**src/rtl/rsplit_decoder.sv**
```systemverilog
module rsplit_decoder #(
  parameter int WIDTH    = 8,
  parameter bit BALANCED = 1'b1
) (
  input  logic [WIDTH-1:0]        sel,
  output logic [(1<<WIDTH)-1:0]   onehot
);
  localparam int LO_W = (WIDTH == 1) ? 1 : (BALANCED ? WIDTH / 2 : WIDTH - 1);
  localparam int HI_W = (WIDTH == 1) ? 1 : WIDTH - LO_W;

  generate
    if (WIDTH == 1) begin : g_leaf
      assign onehot = {sel[0], ~sel[0]};
    end else begin : g_split
      logic [(1<<HI_W)-1:0] hi_lines;
      logic [(1<<LO_W)-1:0] lo_lines;

      rsplit_decoder #(.WIDTH(HI_W), .BALANCED(BALANCED)) u_hi (
        .sel    (sel[WIDTH-1:LO_W]),
        .onehot (hi_lines)
      );

      rsplit_decoder #(.WIDTH(LO_W), .BALANCED(BALANCED)) u_lo (
        .sel    (sel[LO_W-1:0]),
        .onehot (lo_lines)
      );

      for (genvar q = 0; q < (1 << HI_W); q++) begin : g_row
        for (genvar r = 0; r < (1 << LO_W); r++) begin : g_col
          assign onehot[q*(1<<LO_W)+r] = hi_lines[q] & lo_lines[r];
        end
      end
    end
  endgenerate
endmodule

```
**config.mk**
```make
export PLATFORM = sky130hd
export DESIGN_NAME = rsplit_decoder
export DESIGN_NICKNAME = d
export VERILOG_FILES = /design/src/rtl/rsplit_decoder.sv
export SDC_FILE = /design/constraint.sdc
export NUM_CORES = 1
export LEC_CHECK = 0
export BUFFER_PORTS_ARGS = -buffer_cell sky130_fd_sc_hd__buf_2
export CAP_MARGIN = 20
export CORE_AREA = 4 4 101 103
export DETAILED_ROUTE_END_ITERATION = 6
export DIE_AREA = 0 0 105 107
export PLACE_DENSITY = 0.59
export SLEW_MARGIN = 20
export SYNTH_ARGS = -nofsm -noshare
export SYNTH_HDL_FRONTEND = slang
export SYNTH_SLANG_ARGS = --single-unit
```
**constraint.sdc**
```tcl
create_clock -name vclk -period 2
set_input_delay 0.3 -clock vclk [all_inputs]
set_output_delay 0.3 -clock vclk [all_outputs]
set_load 0.02 [all_outputs]
```
# Word-level counts from Yosys, hierarchy flattened
# Index checks and enable logic that the tools add are counted.
[op_classes]
bitwise_logic = 312
[ops]
columns = ["cell", "n"]
rows = [
  ["1-bit AND", 304],
  ["1-bit inverter", 8],
]
[totals]
word_cells = 312
out_inout_bits = 256
reg_bits = 0
in_bits = 8

# Logic depth before layout (Yosys ltp)
# Gate-level depths: netlist (run 1).
[logic_depth]
depth_word = 4
depth_mapped = 5
mapped_depth_nobuf = 2

# Modules after synthesis
# A second synthesis (run 1) with hierarchy kept.
[unflattened]
cells_unflattened = 352
hier_area_um2 = 2284.7
[modules_own_cells]
columns = ["mod", "n_inst", "seq_area_each_um2", "area_each_um2", "cells_each"]
rows = [
  ["rsplit_decoder", 1, 0.0, 1894.3, 288],
  ["rsplit_decoder at g_split.u_hi ...", 2, 0.0, 100.1, 16],
  ["rsplit_decoder at g_split.u_hi.g_split.u_hi ...", 4, 0.0, 25.0, 4],
  ["rsplit_decoder at g_split.u_hi.g_split.u_hi.g_split.u_hi ...", 8, 0.0, 11.3, 2],
]

# Least setup slack after synthesis (run 1)
# No wires, ideal clock.
[synth_timing]
path_kind = "in2out"
start = "in sel[3]"
end = "out onehot[100]"
setup_slack_ns = 0.251
cell_stages = 4
n_path_buf = 2
arrival_time_ns = 1.449
t_required_ns = 1.700
cell_sequence = "or4b_1 > clkbuf_1 > buf_2 > nor2_1"
[synth_between]
elab_chain_len = 4
[synth_lines]
columns = ["element", "line_no", "source"]
rows = [
  ["start: declaration", "5", "input logic [WIDTH-1:0] sel,"],
  ["1-bit inverter", "13", "assign onehot = {sel[0], ~sel[0]};"],
  ["1-bit AND (3 in series)", "30", "assign onehot[q*(1<<LO_W)+r] = hi_lines[q] & lo_lines[r];"],
  ["end: declaration", "6", "output logic [(1<<WIDTH)-1:0] onehot"],
]
# No other way between the ends.

# Final worst setup path (run 1)
[layout_timing]
start = "in sel[4]"
end = "out onehot[2]"
# Same word-level chain as after synthesis.

==> impl_metrics.env, run 1 <==
export IMPL_p_leak_nw=1.84
export IMPL_nets=596
export IMPL_power_mw=0.223
export IMPL_outcome="finished clean"
export IMPL_start_util=0.176
export IMPL_slew_viol_final=0
export IMPL_layout_commonest_cell="buf_2"
export IMPL_drive_gt1_frac=0.512
export IMPL_viasPerCell=4.53
export IMPL_postCtsSetupBuffers=0
export IMPL_drv_cap=0
export IMPL_die_area_sq_um=11200
export IMPL_syn_nets=358
export IMPL_grt_pass1_vias=2923
export IMPL_seq_cells=0
export IMPL_nClkBuffers=0
export IMPL_path_cells="buf_2 -> or4_1 -> buf_4 -> nor2_1 -> buf_2"
export IMPL_io_buffers=264
export IMPL_gr_total_overflow=0
export IMPL_area_sequential_sq_um=0
export IMPL_power_density_nw_per_um2=74.4
export IMPL_finalCriticalPeriod_ps=1860
export IMPL_die_x_um=105
export IMPL_startpoint_type="input port"
export IMPL_min_delay_path_class="input port to primary output"
export IMPL_timing_critical_path_required_ps=1700
export IMPL_peakVddDrop_mv=0.0579
export IMPL_multiInputGateArea_sq_um=1280
export IMPL_use_met3=0.0132
export IMPL_vias=3158
export IMPL_gp_congestion=0.751
export IMPL_layout_common_cells="264 x buf_2, 256 x nor2_1, 34 x buf_4"
export IMPL_fin_crit_sh=0.931
export IMPL_top_usage_layer="met2"
export IMPL_max_stage_delay_ps=560
export IMPL_fmax_ghz=0.537
export IMPL_grtUsageTotal=0.174
export IMPL_drt_wl_total_um=10900
export IMPL_synth_cell_area_sq_um=1620
export IMPL_worst_slew_pin_slew_ps=241
export IMPL_crit_path_max_fanout=16
export IMPL_io_pins=264
export IMPL_arrival_ps=1560
export IMPL_nFillCells=1045
export IMPL_critPathCaptureType="primary output"
export IMPL_utilization=0.326
export IMPL_use_met1=0.216
export IMPL_diodes=0
export IMPL_crit_top_cell="buf_2"
export IMPL_die_height_um=107
export IMPL_drtAntennaViolNets=0
export IMPL_std_cell_rows=35
export IMPL_synth_area_per_cell_sq_um=4.63
export IMPL_relSlewSlack=0.840
export IMPL_ctsHoldBuffers=0
export IMPL_yosysWarnings=0
export IMPL_grt_first_pass_wirelength_um=16100
export IMPL_worst_path_max_delay_cell="or4_1"
export IMPL_finalSetupTns_ps=0
export IMPL_dr_pass1_iters=5
export IMPL_hold_viol_final=0
export IMPL_coreArea_sq_um=9200
export IMPL_rsz0062_at_grt="no"
export IMPL_post_dp_hpwl_um=8300
export IMPL_synth_cell_types=11
export IMPL_syn_to_final_growth_pct=84.9
export IMPL_post_drt_wl_per_cell_um=15.6
export IMPL_finalHoldWorstSlack_ps=1220
export IMPL_drt_iter0_drc=254
export IMPL_ctsResizeCount=0
export IMPL_grt_max_degree=17
export IMPL_finalSetupViolations=0
export IMPL_yosysSeqAreaShare=0
export IMPL_drc=0
export IMPL_path_class="input port to primary output"
export IMPL_grt_use_met2=0.338
export IMPL_grt_antenna_before_repair=0
export IMPL_netlist_instances=350
-- path summary, 6_finish.rpt --
check	cells past startpoint	to	startpoint
setup / recovery	5	onehot[2]	sel[4]
hold / removal	4	onehot[51]	sel[0]
-- critical path: cells and delay by family --
| kind | cells | cell delay (ps) |
|---|---|---|
| AND/OR/NAND/NOR | 2 | 680 |
| buffers and inverters | 3 | 570 |
-- cell type report --
cell class | instances | share of cell area
Tap cell | 111 | 0.0463
Multi-Input combinational cell | 288 | 0.428
Timing Repair Buffer | 298 | 0.526
-- cells by family after synthesis --
kind of cell | share of synthesized area
buf+inv | 0.209
simple gates | 0.791
-- Yosys cell counts --
| master | n | area, sq um |
|---|---|---|
| nor2_1 | 256 | 961 |
| buf_6 | 10 | 113 |
| nand4b_1 | 8 | 70.1 |
| or4_4 | 1 | 11.3 |
| clkbuf_1 | 27 | 101 |
| or4b_1 | 7 | 70.1 |
| buf_2 | 25 | 125 |
| or4b_4 | 1 | 13.8 |
| or4_1 | 1 | 7.51 |
| nand4bb_1 | 12 | 135 |
| nand4_1 | 2 | 12.5 |
-- layer usage --
metal / vias to the layer above / part of all wire / wire length (um)
li1: 1527 / - / -
met1: 1418 / 0.40 / 4400
met2: 209 / 0.51 / 5550
met3: 4 / 0.082 / 897
met4: 0 / 0.0036 / 39
met5: - / 0 / 0
-- metrics by stage --
step / setup WS [ps] / instance area, sq um / cells
finish: 137 / 3000 / 697
global route: 60.3 / 3000 / 697
CTS: 135 / 3000 / 697
detailed placement: 136 / 3000 / 697
global placement: 132 / 3000 / 697
floorplan: 251 / 1620 / 350
-- power by group --
| group | internal [mW] | total [mW] | switching [mW] |
|---|---|---|---|
| sequential | 0 | 0 | 0 |
| combinational | 0.0656 | 0.223 | 0.157 |
| clock | 0 | 0 | 0 |
| total | 0.0656 | 0.223 | 0.157 |
No activity file was read; power rests on OpenSTA's default activity.
==> run 2, diff against run 1 <==
- CORE_AREA: 4 4 101 103 -> 5 5 99 101
- DIE_AREA: 0 0 105 107 -> 0 0 104 106
- PLACE_DENSITY: 0.59 -> 0.53
==> impl_metrics.env, run 2 (synthesized netlist as in run 1, its figures left out) <==
export IMPL_outcome="finished clean"
export IMPL_crit_buf_inv=3
export IMPL_std_cell_rows=35
export IMPL_path_cells="buf_2 -> or4_1 -> buf_4 -> nor2_1 -> buf_2"
export IMPL_layout_common_cells="264 x buf_2, 256 x nor2_1, 38 x buf_4"
export IMPL_grtUsageTotal=0.171
export IMPL_worst_path_max_delay_cell="or4_1"
export IMPL_power_density_nw_per_um2=73.6
export IMPL_hold_viol_final=0
export IMPL_ctsHoldBuffers=0
export IMPL_postCtsSetupBuffers=0
export IMPL_fmax_ghz=0.539
export IMPL_drv_cap=0
export IMPL_timing_critical_path_required_ps=1700
export IMPL_worst_slew_pin_slew_ps=248
export IMPL_rsz0062_at_grt="no"
export IMPL_die_height_um=106
export IMPL_slew_viol_final=0
export IMPL_arrival_ps=1560
export IMPL_grt_antenna_before_repair=0
export IMPL_start_util=0.181
export IMPL_ctsResizeCount=0
export IMPL_grt_first_pass_wirelength_um=15800
export IMPL_io_pins=264
export IMPL_critPathCaptureType="primary output"
export IMPL_drc=0
export IMPL_crit_family="simple AND/OR/NAND/NOR gates"
export IMPL_post_dp_hpwl_um=8050
export IMPL_layout_commonest_cell="buf_2"
export IMPL_startpoint_type="input port"
export IMPL_grt_use_met2=0.338
export IMPL_p_leak_nw=1.85
export IMPL_drt_wl_total_um=10600
export IMPL_utilization=0.339
export IMPL_use_met1=0.202
export IMPL_finalSetupViolations=0
export IMPL_instances_no_fill=701
export IMPL_vias=3144
export IMPL_drt_iter0_drc=196
export IMPL_grt_max_degree=17
export IMPL_post_drt_wl_per_cell_um=15.1
export IMPL_nets=600
export IMPL_viasPerCell=4.49
export IMPL_crit_end="onehot[0]"
export IMPL_top_usage_layer="met2"
export IMPL_drtAntennaViolNets=0
export IMPL_seq_cells=0
export IMPL_io_buffers=264
export IMPL_fin_crit_sh=0.928
export IMPL_crit_start="sel[4]"
export IMPL_relSlewSlack=0.835
export IMPL_drive_gt1_frac=0.515
export IMPL_area_sequential_sq_um=0
export IMPL_syn_to_final_growth_pct=86.8
export IMPL_crit_top_cell="buf_2"
export IMPL_crit_cells=5
export IMPL_finalCriticalPeriod_ps=1860
export IMPL_peakVddDrop_mv=0.0459
export IMPL_max_stage_delay_ps=550
export IMPL_nClkBuffers=0
export IMPL_gr_total_overflow=0
export IMPL_diodes=0
export IMPL_path_class="input port to primary output"
export IMPL_dr_pass1_iters=4
export IMPL_grt_pass1_vias=2908
export IMPL_power_mw=0.223
export IMPL_dp_cells=701
export IMPL_die_area_sq_um=11000
export IMPL_use_met3=0.0237
export IMPL_die_x_um=104
export IMPL_crit_path_max_fanout=16
export IMPL_finalSetupTns_ps=0
export IMPL_nFillCells=1014
export IMPL_coreArea_sq_um=8930
export IMPL_gp_congestion=0.717
export IMPL_min_delay_path_class="input port to primary output"
==> run 2: cell types whose count changed in the layout (fill, tap and decap cells not counted) <==
cell   delta
buf_4     +4
==> run 2: worst min-delay path by stage <==
stage | cells after the start | slack (ps) | startpoint | end
5_1_grt | 4 | 1280 | sel[3] | onehot[81]
6_report | 4 | 1250 | sel[3] | onehot[1]
4_1_cts | 4 | 1240 | sel[3] | onehot[113]
3_3_place_gp | 4 | 1230 | sel[3] | onehot[96]
2_1_floorplan | 3 | 900 | sel[2] | onehot[224]
3_5_place_dp | 4 | 1240 | sel[3] | onehot[113]
==> run 2: final cells by class <==
type | instances | area [sq um] | area share
multi-input cells | 288 | 1280 | 0.423
repair buffers | 302 | 1610 | 0.531
well taps | 111 | 139 | 0.0459
==> run 2: stage by stage <==
| stage | setup slack, ps | cell area, sq um | hold slack (ps) |
|---|---|---|---|
| after floorplan | 251 | 1620 | 896 |
| after global placement | 171 | 3030 | 1230 |
| after detailed placement | 145 | 3030 | 1240 |
| after CTS | 142 | 3030 | 1240 |
| after global routing | 76.1 | 3030 | 1280 |
| final | 144 | 3030 | 1250 |
==> run 2: power by group <==
part	switching, mW	leakage (nW)	internal (mW)	total [mW]
logic	0.155	1.85	0.0674	0.223
clock network	0	0	0	0
registers	0	0	0	0
==> run 2: routing by layer <==
layer / share of wire / vias to the layer above
met4: 0.0038 / 0
met3: 0.093 / 2
met1: 0.37 / 1428
met2: 0.53 / 179
met5: 0 / -
li1: - / 1535
